[config.mk]
export PLATFORM = sky130hd
export DESIGN_NAME = valctr_top
export DESIGN_NICKNAME = d
export VERILOG_FILES = /design/src/rtl/valctr_pkg.sv /design/src/rtl/valctr_cnt.sv /design/src/rtl/valctr_ctrl.sv /design/src/rtl/valctr_dp.sv /design/src/rtl/valctr_top.sv
export SDC_FILE = /design/constraint.sdc
export NUM_CORES = 1
export LEC_CHECK = 0
export ABC_AREA = 1
export BUFFER_PORTS_ARGS = -buffer_cell sky130_fd_sc_hd__buf_2
export CORE_MARGIN = 5
export CORE_UTILIZATION = 55
export CTS_BUF_LIST = sky130_fd_sc_hd__clkbuf_2 sky130_fd_sc_hd__clkbuf_4 sky130_fd_sc_hd__clkbuf_8
export DETAILED_ROUTE_END_ITERATION = 6
export GPL_TIMING_DRIVEN = 1
export PLACE_DENSITY = 0.82
export SLEW_MARGIN = 20
export SYNTH_ARGS = -nofsm -noshare
export SYNTH_HDL_FRONTEND = slang
export SYNTH_SLANG_ARGS = --single-unit
export TNS_END_PERCENT = 50
[constraint.sdc]
create_clock -name clk -period 1.9 [get_ports clk]
set_input_delay 0.57 -clock clk [delete_from_list [all_inputs] [get_ports clk]]
set_output_delay 0.57 -clock clk [all_outputs]
set_load 0.01 [all_outputs]
[src/rtl/valctr_pkg.sv]
package valctr_pkg;
  localparam int NUM_CTR = 4;
  localparam int SEL_W   = $clog2(NUM_CTR);

  typedef struct packed {
    logic [NUM_CTR-1:0] wrEn;
    logic               rdEn;
    logic [SEL_W-1:0]   rdSel;
    logic               rdZero;
  } ctrlStrb_t;
endpackage

[src/rtl/valctr_cnt.sv]
module valctr_cnt #(
  parameter int W = 32
) (
  input  logic         clk,
  input  logic         rstN,
  input  logic         start,
  input  logic         wrEn,
  input  logic [W-1:0] wrVal,
  output logic [W-1:0] value,
  output logic         running,
  output logic         evt
);
  logic wrap;
  assign wrap = running && !wrEn && (&value);

  always_ff @(posedge clk) begin
    if (!rstN) begin
      value   <= '0;
      running <= 1'b0;
      evt     <= 1'b0;
    end else begin
      evt <= wrap;
      if (wrEn)         value <= wrVal;
      else if (running) value <= value + 1'b1;
      if (start)        running <= 1'b1;
      else if (wrap)    running <= 1'b0;
    end
  end
endmodule

[src/rtl/valctr_ctrl.sv]
module valctr_ctrl
  import valctr_pkg::*;
(
  input  logic      clk,
  input  logic      rstN,
  input  logic      accValid,
  input  logic      accWrite,
  input  logic [2:0] op1,
  input  logic [3:0] crn,
  input  logic [3:0] crm,
  input  logic [2:0] op2,
  input  logic      secureWorld,
  input  logic      privMode,
  input  logic      userEnable,
  input  logic      secWrDisable,
  output ctrlStrb_t strb,
  output logic      rdValid,
  output logic      undefExc
);
  logic             hit, known, allowed, wrBlocked, fault, grant;
  logic [SEL_W-1:0] sel;

  always_comb begin
    hit   = accValid && (op1 == 3'd0) && (crn == 4'd15) && (crm == 4'd12);
    known = 1'b1;
    sel   = '0;
    case (op2)
      3'd1:    sel = SEL_W'(0);
      3'd2:    sel = SEL_W'(1);
      3'd3:    sel = SEL_W'(2);
      3'd7:    sel = SEL_W'(3);
      default: known = 1'b0;
    endcase
    allowed   = (secureWorld && privMode) || userEnable;
    wrBlocked = secureWorld && privMode && secWrDisable;
    fault     = hit && known && (!allowed || (accWrite && wrBlocked));
    grant     = hit && known && !fault;
    strb.wrEn = '0;
    if (grant && accWrite) strb.wrEn[sel] = 1'b1;
    strb.rdEn   = grant && !accWrite;
    strb.rdSel  = sel;
    strb.rdZero = (sel == SEL_W'(3));
  end

  always_ff @(posedge clk) begin
    if (!rstN) begin
      rdValid  <= 1'b0;
      undefExc <= 1'b0;
    end else begin
      rdValid  <= strb.rdEn;
      undefExc <= fault;
    end
  end
endmodule

[src/rtl/valctr_dp.sv]
module valctr_dp
  import valctr_pkg::*;
#(
  parameter int DATA_W = 32,
  parameter int CNT_W  = 32,
  parameter int DBG_W  = 6
) (
  input  logic               clk,
  input  logic               rstN,
  input  ctrlStrb_t          strb,
  input  logic [DATA_W-1:0]  wrData,
  input  logic [NUM_CTR-1:0] startReq,
  output logic [DATA_W-1:0]  rdData,
  output logic [NUM_CTR-1:0] runFlag,
  output logic [NUM_CTR-1:0] evtPulse
);
  logic [DATA_W-1:0] vals [NUM_CTR];

  for (genvar i = 0; i < NUM_CTR; i++) begin : g_ctr
    localparam int W = (i == NUM_CTR - 1) ? DBG_W : CNT_W;
    logic [W-1:0] cv;
    valctr_cnt #(.W(W)) u_cnt (
      .clk    (clk),
      .rstN   (rstN),
      .start  (startReq[i]),
      .wrEn   (strb.wrEn[i]),
      .wrVal  (wrData[W-1:0]),
      .value  (cv),
      .running(runFlag[i]),
      .evt    (evtPulse[i])
    );
    assign vals[i] = DATA_W'(cv);
  end

  always_ff @(posedge clk) begin
    if (!rstN)          rdData <= '0;
    else if (strb.rdEn) rdData <= strb.rdZero ? '0 : vals[strb.rdSel];
  end
endmodule

[src/rtl/valctr_top.sv]
module valctr_top
  import valctr_pkg::*;
#(
  parameter int DATA_W = 32,
  parameter int CNT_W  = 32,
  parameter int DBG_W  = 6
) (
  input  logic              clk,
  input  logic              rstN,
  input  logic              accValid,
  input  logic              accWrite,
  input  logic [2:0]        op1,
  input  logic [3:0]        crn,
  input  logic [3:0]        crm,
  input  logic [2:0]        op2,
  input  logic [DATA_W-1:0] wrData,
  input  logic              secureWorld,
  input  logic              privMode,
  input  logic              userEnable,
  input  logic              secWrDisable,
  input  logic [3:0]        startReq,
  output logic [DATA_W-1:0] rdData,
  output logic              rdValid,
  output logic              undefExc,
  output logic [3:0]        evtPulse
);
  ctrlStrb_t          strb;
  logic [NUM_CTR-1:0] runFlag;

  valctr_ctrl u_ctrl (
    .clk(clk), .rstN(rstN), .accValid(accValid), .accWrite(accWrite),
    .op1(op1), .crn(crn), .crm(crm), .op2(op2),
    .secureWorld(secureWorld), .privMode(privMode),
    .userEnable(userEnable), .secWrDisable(secWrDisable),
    .strb(strb), .rdValid(rdValid), .undefExc(undefExc)
  );

  valctr_dp #(.DATA_W(DATA_W), .CNT_W(CNT_W), .DBG_W(DBG_W)) u_dp (
    .clk(clk), .rstN(rstN), .strb(strb), .wrData(wrData),
    .startReq(startReq), .rdData(rdData), .runFlag(runFlag),
    .evtPulse(evtPulse)
  );
endmodule

Yosys cells after proc, flatten, opt, wreduce, memory -nomap -nowiden. Index checks and enable logic that the tools add are counted.

Bits in registers: 144. Bits of input ports: 58. Output and inout bits: 38. Logic and storage cells: 98.

Add/sub/neg operators: 4. Magnitude comparators: 3. Eq/ne operators: 7. Multiplexer cells: 25. Bitwise logic cells: 1. Reductions and logical operators: 43.

Operator list (number): $mux 32 (9); $add 32x1->32 const B (3); $reduce_and 32->1 (3); $bmux 32 s2 (1); $logic_and 1x1->1 (20); $reduce_bool 2->1 (8); $mux 6 (2); $mux 1 (10); $eq 4x4->1 const B (2); $logic_not 1->1 (7); $add 6x1->6 const B (1); $eq 3x2->1 const B (2); $pmux 2 s3 (1); $reduce_and 6->1 (1); $mux 4 (1); $reduce_or 4->1 (1); $eq 3x1->1 const B (1); $eq 3x3->1 const B (1); $ge 3x3->1 const B (1); $logic_not 3->1 (1); $lt 2x3->1 const B (1); $not 2->3 (1); $demux 1 s2 (1); $eq 2x2->1 const B (1); 2 further kinds (3).

Longest topological paths before layout. Gate-level depths: netlist of the first run.

Depth after elaboration: 15. Mapped depth: 12. Gate-level depth less buffers: 12.

Modules after synthesis. A second synthesis of the first run with hierarchy kept.

Cells, all modules: 1564. Area, all modules: 9825.7 sq um.

Modules (own cells, without submodules): valctr_cnt at u_dp.g_ctr[0].u_cnt ... (times used 3, cells an instance 352, area an instance 2306.0 sq um, seq. area each 680.7 sq um); valctr_dp (times used 1, cells an instance 404, area an instance 2245.9 sq um, seq. area each 640.6 sq um); valctr_cnt at u_dp.g_ctr[3].u_cnt (times used 1, cells an instance 60, area an instance 434.2 sq um, seq. area each 160.2 sq um); valctr_ctrl (times used 1, cells an instance 44, area an instance 227.7 sq um, seq. area each 40.0 sq um).

Least setup slack after synthesis of the first run. Ideal clock, no wire load.

Path kind: input-to-reg. Start: input port op2[0]. End: register u_dp.g_ctr[2].u_cnt.value[20]. Setup time: 0.110 ns. Arrival: 1.769 ns. Data required time: 1.790 ns. Slack: 0.021 ns. Cell stages on the path: 12. Buffers on the path: 3. Path through: nand2_1 buf_2 nand2_2 nand3_2 nor2_2 nand4_1 buf_2 buf_2 nand3_1 nand3_1 nand2_1 inv_1.

Cells in the longest elaborated chain, start to end: 10. Elaborated cells between the ends (all ways): 20. Those cells by class: order compare: 2; eq/ne: 4; mux: 6; reduce/logical: 8.

RTL lines: from (decl) (RTL line valctr_top.sv:15) `input logic [2:0] op2,`; parallel branches: the longest is 8 deep, another holds $lt 2x3->1; $mux 4 (*) (RTL line valctr_ctrl.sv:39) `if (grant && accWrite) strb.wrEn[sel] = 1'b1;`; $mux 32 / $reduce_bool 2->1 (equally long branches); to (signal assigned) (RTL line valctr_cnt.sv:23) `if (wrEn) value <= wrVal;`; to (signal assigned) (RTL line valctr_cnt.sv:24) `else if (running) value <= value + 1'b1;`; to (decl) (RTL line valctr_cnt.sv:9) `output logic [W-1:0] value,`.

Every way passes the cells marked *. A chain may end at the register's enable or synchronous reset.

Worst setup path in the final report of the first run.
Start: register u_dp.g_ctr[0].u_cnt.value[6]. End: register u_dp.g_ctr[0].u_cnt.value[9].

Cells in the longest elaborated chain, start to end: 3.

RTL lines (RTL line): from (decl) (valctr_cnt.sv:9); from (signal assigned) (valctr_cnt.sv:23); from (signal assigned) (valctr_cnt.sv:24); $add 32x1->32 (valctr_cnt.sv:24); $mux 32 (valctr_cnt.sv:24); $mux 32 (valctr_cnt.sv:23).

Every way passes these cells. The select of a mux whose other input is x is not followed.

==> results.json, run 1 <==
{
  "yosys.cell_types.count": 29,
  "setup_tns_ps": 0,
  "pwr-share-seq": 0.490,
  "drive_gt1_frac": 0.145,
  "clkPwrFrac": 0.383,
  "clock-root-buffer": "clkbuf_8",
  "ir_drop_uv": 489,
  "crit_fanout": 5,
  "fp-row-count": 50,
  "syn_area_mm2": 0.0104,
  "maxCapViolations": 0,
  "grt_start_max_net_pins": 101,
  "outcome": "completed",
  "viasPerCell": 5.89,
  "end_kind": "flop",
  "post_cts_buffers": 0,
  "wl_per_cell_um": 18.4,
  "worst-setup-path-type": "reg -> reg",
  "avgSynthCellArea_um2": 5.82,
  "die_height_um": 148,
  "core_area_mm2": 0.0187,
  "remaining_drc_errors": 0,
  "hold_viol": 0,
  "cts_buffers": 17,
  "setup_viol": 0,
  "rsz0062_at_grt": "yes",
  "antenna_cells": 0,
  "switchingPower_w": 0.00198,
  "vias": 12700,
  "p_total_w": 0.00623,
  "slew_violations": 0,
  "fin_util": 0.658,
  "cp_data_required_time_ps": 2330,
  "h-tree-depth": 4,
  "whs_ps": 291,
  "synth_nets": 1857,
  "first_pass_iters": 6,
  "period_share": 0.950,
  "fmax_mhz": 554,
  "min_period_ps": 1810,
  "postRouteAntennaNets": 0,
  "synth-seq-area-share": 0.276,
  "worstSetupStartpointType": "flop",
  "grt_pass1_vias": 11500,
  "seq_area_mm2": 0.00289,
  "yosys_warnings": 0,
  "overflow": 0,
  "p_int_w": 0.00425,
  "cts_tree": "done",
  "fillers": 1772,
  "power_density_mw_per_mm2": 507,
  "place_congestion": 1.00,
  "crit_arrival_ps": 2240,
  "cts_num_sinks": 144,
  "hold_path.class": "in -> reg",
  "dieArea_mm2": 0.0218,
  "chipWidth_um": 148,
  "hold_buffers": 0,
  "place.detailed.hpwl_um": 30200,
  "routed_wl_um": 39700,
  "areaGrowthSynthToFinish_pct": 17.9,
  "multi_input_area_mm2": 0.00649,
  "worstMarginPinSlew_ps": 499,
  "start_util": 0.558,
  "relSlewSlack": 0.664,
  "antenna_found_initial": 0,
  "p_comb_frac": 0.127,
  "ios": 96,
  "skew_ps": 9.35,
  "p_sw_frac": 0.318,
  "track_usage": 0.358,
  "path_clk_slew_ps": 90,
  "syn_inst": 1795,
  "ys_ff_latch": 144,
  "grt_pass1_wl_um": 61800,
  "port-buffer-count": 95,
  "clock_latency_ps": 490,
  "cts_resized": 1,
  "power.leakage_nw": 5.75,
  "drt-initial-drc-count": 1390,
  "clock_path_buffers": 2,
  "final_nets": 1976
}
layout make-up:
class                      instances  share of cell area
timing repair buffer             215               0.133
clock buffer                      18              0.0201
clock inverter                    14             0.00986
inverter                         166              0.0506
sequential                       144               0.235
tap                              234              0.0238
multi-input combinational       1370               0.527
flip-flops by register name, summed over array words and instances, names as in the netlist:
| name | cells |
|---|---|
| u_dp.g_ctr.u_cnt.value | 102 |
| u_dp.rdData | 32 |
| u_dp.g_ctr.u_cnt.evt | 4 |
| u_dp.g_ctr.u_cnt.running | 4 |
| u_ctrl.rdValid | 1 |
| u_ctrl.undefExc | 1 |
power by group through the flow:
stage	registers (W)	clock network, W	logic, W
4_1_cts	0.00305	0.00240	0.000758
2_1_floorplan	0.00312	0	0.000357
3_3_place_gp	0.00312	0	0.000751
6_report	0.00305	0.00239	0.000792
5_1_grt	0.00306	0.00253	0.000824
3_5_place_dp	0.00312	0	0.000754
synth_stat cells (all sizes together):
master	number	area, um^2
nand2	489	1840
nand3	343	1720
nor2	224	858
inv	165	619
dfxtp	144	2880
nand4	118	738
clkbuf	62	233
buf	53	259
o21ai	50	250
a21oi	41	205
xor2	32	280
nand3b	27	203
o22ai	20	125
xnor2	12	105
ha	4	50.1
nor3	3	15.0
nor4	3	18.8
a211oi	2	15.0
nor3b	2	20.0
clkinv	1	3.75
through the flow:
step	instance area, um^2	std cells	worst slack (ps)
6_report	12300	2161	94.1
5_1_grt	12300	2161	-11.2
4_1_cts	12300	2161	46.5
3_5_place_dp	11900	2129	-257
3_3_place_gp	11900	2129	-220
2_1_floorplan	10400	1795	20.6
per-layer routing:
metal,vias up,global-route usage,wire length (um)
met4,2,0.175,2040
met1,5730,0.477,15600
met2,718,0.554,17500
li1,6155,-,-
met3,130,0.0714,4520
met5,-,0,24
logic make-up after synthesis:
group / share of synthesized area
adders and majority gates: 0.00479
buffers and inverters: 0.107
DFF: 0.276
AOI/OAI and AO/OA: 0.0570
and+or+nand+nor: 0.518
xor gates and xnor gates: 0.0369
worst paths after layout:
check                                                    end  slack [ps]  depth (start not counted)                          from
worst max-delay path            u_dp.g_ctr[0].u_cnt.value[9]          90                         10  u_dp.g_ctr[0].u_cnt.value[6]
worst max register to register  u_dp.g_ctr[0].u_cnt.value[9]          90                         10  u_dp.g_ctr[0].u_cnt.value[6]
worst min-delay path             u_dp.g_ctr[2].u_cnt.running         290                          3                   startReq[2]
worst min register to register               u_dp.rdData[20]         460                          2               u_dp.rdData[20]
worst max-delay path, cell delays in order (launching register included):
cell,delay [ps]
dfxtp_1,460
nand2_1,120
nor2_1,240
nand2_2,170
nor2_1,140
buf_4,160
xor2_1,160
nand3_1,100
nand3_1,100
nand2_1,50
inv_1,60
layout by cell type (no fill, tap or decap), types with 4 or more instances in the layout:
cell type and instances:
nand2_1 485, nand3_1 340, nor2_1 210, inv_1 162, dfxtp_1 137, nand4_1 118
buf_4 100, buf_2 94, a21oi_1 41, o21ai_0 40, xor2_1 32, nand3b_1 27
buf_12 21, o22ai_1 20, clkbuf_8 18, nor2_2 13, xnor2_1 12, o21ai_1 10
dfxtp_2 7, nand2_2 4, ha_1 4, inv_6 4, clkinv_4 4
No activity file was read; power rests on OpenSTA's default activity.
==> run 2, diff against run 1 <==
Settings changed: ABC_AREA 1 to default, CORE_UTILIZATION 55 to 54.
==> run 2 against run 1 <==
  * The flow now finishes with violations (negative setup slack)
  * Setup slack got worse by 130 ps
  * Utilization increased by 2.5 points
  * Sequential share of layout area increased by 7.3 points
  * Sequential power about the same
  * Synthesized area decreased by 28%
  * Synthesized cell count decreased by 50%
  * Highest routed layer is now met4
  * Combinational power decreased by 46%
  * Via count decreased by 42%
==> results.json, run 2 <==
{
  "syn_area_mm2": 0.00749,
  "netlist_top_cells_area": "dfxtp_1 38%, a211oi_1 8.6%, xor2_1 7.2%, nor2_1 7.2%, a21oi_1 5.7%",
  "ir_drop_uv": 450,
  "end_kind": "flop",
  "p_total_w": 0.00610,
  "relSlewSlack": 0.697,
  "setup_tns_ps": -37.3,
  "clock_latency_ps": 460,
  "cts_tree": "done",
  "hold_path.class": "in -> reg",
  "syn_inst": 904,
  "rsz0062_at_grt": "yes",
  "power_density_mw_per_mm2": 650,
  "netlist.area_leader.share": 0.385,
  "slew_violations": 0,
  "synth_largest_area_cell": "dfxtp_1",
  "track_usage": 0.268,
  "reg_top3": "u_dp.g_ctr.u_cnt.value x102, u_dp.rdData x32",
  "setup_viol": 1,
  "path_clk_slew_ps": 80,
  "hold_viol": 0,
  "clock_path_buffers": 2,
  "overflow": 0,
  "synthFlopType": "dfxtp_1",
  "first_pass_iters": 5,
  "synth_nets": 966,
  "final_common_cell": "nor2_1",
  "ios": 96,
  "core_area_mm2": 0.0137,
  "drive_gt1_frac": 0.264,
  "outcome": "complete, but fails checks",
  "drt-initial-drc-count": 909,
  "remaining_drc_errors": 0,
  "worstSetupStartpointType": "flop",
  "cts_buffers": 17,
  "antenna_cells": 0,
  "power.leakage_nw": 3.61,
  "vias": 7421,
  "worst_slack_ps": -37.3,
  "fmax_mhz": 516,
  "place.detailed.hpwl_um": 16300,
  "hold_buffers": 0,
  "yosys_warnings": 0,
  "grt_start_max_net_pins": 92,
  "grt_pass1_vias": 6645,
  "crit_fanout": 6,
  "period_share": 1.02,
  "min_period_ps": 1940,
  "place_congestion": 0.957,
  "ys_ff_latch": 144,
  "cp_data_required_time_ps": 2240,
  "h-tree-depth": 4,
  "yosys.cell_types.count": 52,
  "maxCapViolations": 0,
  "ys_async_sr_fraction": 0,
  "final_nets": 1125,
  "largest_reg_flops": 102,
  "crit_arrival_ps": 2280,
  "clock-root-buffer": "clkbuf_8",
  "top_register": "u_dp.g_ctr.u_cnt.value",
  "postRouteAntennaNets": 0,
  "wl_per_cell_um": 18.1,
  "port-buffer-count": 95,
  "dieArea_mm2": 0.0163,
  "worst-setup-path-type": "reg -> reg",
  "fp-row-count": 43,
  "die_height_um": 128,
  "antenna_found_initial": 0,
  "grt_pass1_wl_um": 34600,
  "areaGrowthSynthToFinish_pct": 25.1,
  "synth-seq-area-share": 0.385,
  "violations": "negative setup slack",
  "whs_ps": 325,
  "routed_wl_um": 22800,
  "layout_common_cells": "142 x nor2_1, 137 x dfxtp_1, 98 x buf_4, 95 x buf_2, 86 x a211oi_1",
  "worstMarginPinSlew_ps": 455,
  "avgSynthCellArea_um2": 8.29,
  "viasPerCell": 5.91,
  "start_util": 0.546,
  "skew_ps": 12.1,
  "dp_slack_ps": -310,
  "cts_num_sinks": 144,
  "synth_common_cells": "144 x dfxtp_1, 144 x nor2_1, 86 x a211oi_1, 85 x a21oi_1, 62 x xor2_1",
  "chipWidth_um": 128,
  "synth_edf_count": 0
}
[run 2: through the flow]
step,cell area [um^2],util,std cells
2_1_floorplan,7530,-,904
3_3_place_gp,8810,0.642,1220
3_5_place_dp,8810,0.642,1220
4_1_cts,9230,0.673,1252
5_1_grt,9380,0.683,1256
6_report,9380,0.683,1256
[run 2: final timing paths]
kind,startpoint,endpoint,slack [ps],depth (start not counted)
max,u_dp.g_ctr[1].u_cnt.value[6],u_dp.g_ctr[1].u_cnt.value[21],-40,6
min,startReq[0],u_dp.g_ctr[0].u_cnt.running,320,3
max reg2reg,u_dp.g_ctr[1].u_cnt.value[6],u_dp.g_ctr[1].u_cnt.value[21],-40,6
min reg2reg,u_dp.rdData[27],u_dp.rdData[27],490,2
[run 2: area by class of cell]
cell class | count | area, um^2
multi-input cells | 688 | 4430
fillers | 1018 | 4340
flip-flops and latches | 144 | 2890
repair buffers | 201 | 1360
clock buffers | 22 | 290
well taps | 180 | 225
clock inverters | 10 | 134
inverters | 11 | 41.3
[run 2: timing repair]
| action | CTS | global route |
|---|---|---|
| resized for setup | 0 | 29 |
| pin swaps | 1 | 12 |
| gates cloned | 0 | 0 |
| setup buffers | 0 | 4 |
| endpoints found under the setup margin | 4 | 18 |
[run 2: worst max-delay path: stages (launching register included)]
cell	delay (ps)
dfxtp_2	370
nand4_4	160
or4_4	600
buf_4	170
nor4_2	260
xnor2_1	150
a21oi_1	90
[run 2: where the power goes]
group          total (W)  switching, W  internal [W]
sequential       0.00306     0.0000195       0.00304
clock            0.00261       0.00119       0.00142
combinational   0.000428      0.000262      0.000166
total            0.00610       0.00147       0.00463
[run 2: per-layer routing]
layer,share of wire,up-vias,GRT usage
li1,-,3557,-
met1,0.43,3422,0.381
met2,0.44,379,0.396
met3,0.096,63,0.0583
met4,0.030,0,0.108
met5,0,-,0
[run 2: kinds of logic after synthesis]
logic type      count (synthesis)  share of synthesized area
xor+xnor                       97                      0.113
flops                         144                      0.385
fa+ha+maj                       4                    0.00668
buf+inv                        72                     0.0429
mux                            36                     0.0481
compound gates                229                      0.184
simple gates                  322                      0.220
==> run 3, diff against run 2 <==
Settings changed: CORE_UTILIZATION 54 to 60, PLACE_DENSITY 0.82 to 0.86.
Clock period 1.9 ns to 1.8 ns, I/O delays scaled along.
==> run 3 against run 2 <==
  * The run still ends with negative setup slack left
  * Sequential cell count unchanged
  * Maximum frequency decreased by 2.3%
  * Die area is 9.2% lower
  * Power is 5.6% higher
  * Global-route usage increased by 4.9 points
  * Utilization rose by 12 points
  * Sequential share of layout area decreased by 0.84 points
  * Cell count rose by 0.96%
  * Non-clock buffer count up 23
  * First-iteration DRC count up 50%
  * Combinational power is 10% higher
==> results.json, run 3 (synthesis gave the netlist of run 2 again) <==
{
  "cts_tree": "done",
  "h-tree-depth": 4,
  "setup_viol": 20,
  "ios": 96,
  "rrSetupSlack_ps": -180,
  "clock-root-buffer": "clkbuf_8",
  "cts_buffers": 17,
  "dieArea_mm2": 0.0148,
  "worstMarginPinSlew_ps": 486,
  "final_nets": 1148,
  "postRouteAntennaNets": 0,
  "hold_start": "startReq[0]",
  "clock_latency_ps": 480,
  "end_kind": "flop",
  "whs_endpoint": "u_dp.g_ctr[0].u_cnt.running",
  "first_pass_iters": 7,
  "clock_path_buffers": 2,
  "r2r-end": "u_dp.g_ctr[2].u_cnt.running",
  "fillers": 714,
  "violations": "negative setup slack",
  "start_util": 0.619,
  "place_congestion": 0.973,
  "layout_common_cells": "137 x nor2_1, 126 x dfxtp_1, 123 x buf_4, 95 x buf_2, 85 x a211oi_1",
  "final_common_cell": "nor2_1",
  "hold_viol": 0,
  "holdPathStages": 3,
  "power_density_mw_per_mm2": 665,
  "core_area_mm2": 0.0121,
  "die_height_um": 122,
  "path_cells": "nand3_4, nor4_4, nand2_1, or3b_4, a21oi_2, nor2_1",
  "relSlewSlack": 0.674,
  "largest_reg_flops": 102,
  "reg_top3": "u_dp.g_ctr.u_cnt.value x102, u_dp.rdData x32",
  "outcome": "complete, but fails checks",
  "whs_ps": 292,
  "ir_drop_uv": 479,
  "viasPerCell": 6.40,
  "worstSetupStartpoint": "u_dp.g_ctr[2].u_cnt.running",
  "hold_buffers": 0,
  "power.leakage_nw": 3.78,
  "track_usage": 0.318,
  "dp_slack_ps": -388,
  "routed_wl_um": 25700,
  "cp_slowest_cell": "dfxtp_1",
  "crit_fanout": 4,
  "reg2reg_from": "u_dp.g_ctr[2].u_cnt.running",
  "wl_per_cell_um": 20.3,
  "worst-setup-path-type": "reg -> reg",
  "vias": 8116,
  "fp-row-count": 40,
  "p_total_w": 0.00644,
  "cp_data_required_time_ps": 2150,
  "port-buffer-count": 95,
  "remaining_drc_errors": 0,
  "hold_path.class": "in -> reg",
  "slew_violations": 0,
  "chipWidth_um": 122,
  "critical-path-top-delay-family": "simple AND/OR/NAND/NOR gates",
  "critPathBufInv": 0,
  "drive_gt1_frac": 0.309,
  "maxCapViolations": 0,
  "grt_pass1_wl_um": 36900,
  "min_period_ps": 1980,
  "setup_tns_ps": -1240,
  "period_share": 1.10,
  "fmax_mhz": 504,
  "antenna_found_initial": 2,
  "crit_arrival_ps": 2340,
  "top_register": "u_dp.g_ctr.u_cnt.value",
  "path_clk_slew_ps": 80,
  "grt_start_max_net_pins": 66,
  "worstSetupStartpointType": "flop",
  "place.detailed.hpwl_um": 16400,
  "critPathMaxStageDelay_ps": 510,
  "worst_slack_ps": -183,
  "grt_pass1_vias": 7272,
  "drt-initial-drc-count": 1366,
  "cts_num_sinks": 144,
  "overflow": 0,
  "rsz0062_at_grt": "yes",
  "areaGrowthSynthToFinish_pct": 29.2,
  "skew_ps": 18.4,
  "reg2reg_depth": 6
}
## run 3: cell types whose count changed in the layout (fill, tap and decap cells not counted), moves of 4 or more
cell	delta
buf_4	+25
dfxtp_2	+11
dfxtp_1	-11
nand3_1	-6
nor2_1	-5
nor2_2	+4
## run 3: through the flow
step,std cells,cell area [um^2],util
2_1_floorplan,904,7550,-
3_3_place_gp,1223,8870,0.733
3_5_place_dp,1223,8870,0.733
4_1_cts,1258,9400,0.776
5_1_grt,1267,9680,0.799
6_report,1268,9680,0.799
## run 3: worst max path at each step
stage,to,slack [ps],depth (start not counted)
5_1_grt,u_dp.g_ctr[2].u_cnt.running,-200,7
3_5_place_dp,u_dp.rdData[13],-390,7
2_1_floorplan,u_dp.g_ctr[2].u_cnt.value[28],-90,6
4_1_cts,u_dp.g_ctr[1].u_cnt.value[24],-40,6
3_3_place_gp,u_dp.g_ctr[0].u_cnt.value[26],-360,7
6_report,u_dp.g_ctr[2].u_cnt.running,-180,6
## run 3: repair_timing
item                       in CTS  in global routing
setup endpoints to repair      28                 50
setup buffers                   4                  8
gates cloned                    0                  0
resized for setup              15                 57
pin swaps                       8                 33
## run 3: worst reg2reg max path, stage by stage, from the launching register on
cell	delay [ps]
dfxtp_1	510
nand3_4	130
nor4_4	400
nand2_1	160
or3b_4	440
a21oi_2	170
nor2_1	60
## run 3: routing by layer
metal / vias to the layer above / GRT usage / routed length (um)
met4: 2 / 0.167 / 1380
met2: 664 / 0.480 / 11200
met1: 3700 / 0.429 / 10100
li1: 3597 / - / -
met5: - / 0 / 13
met3: 153 / 0.0636 / 3070
## run 3: area by class of cell
class / instances / area, um^2 / area share
Clock buffer: 25 / 313 / 0.0323
Inverter: 11 / 41.3 / 0.00426
Timing Repair Buffer: 224 / 1500 / 0.155
Antenna cell: 2 / 5.00 / 0.000517
Clock inverter: 6 / 105 / 0.0109
Sequential cell: 144 / 2910 / 0.300
Multi-Input combinational cell: 688 / 4600 / 0.475
Tap cell: 168 / 210 / 0.0217
## run 3: where the power goes
group          leakage (nW)  switching [W]  total, W  internal (W)
Sequential             1.17      0.0000299   0.00324       0.00321
Clock                 0.221        0.00118   0.00273       0.00154
Combinational          2.38       0.000287  0.000472      0.000185
Total                  3.78        0.00150   0.00644       0.00494
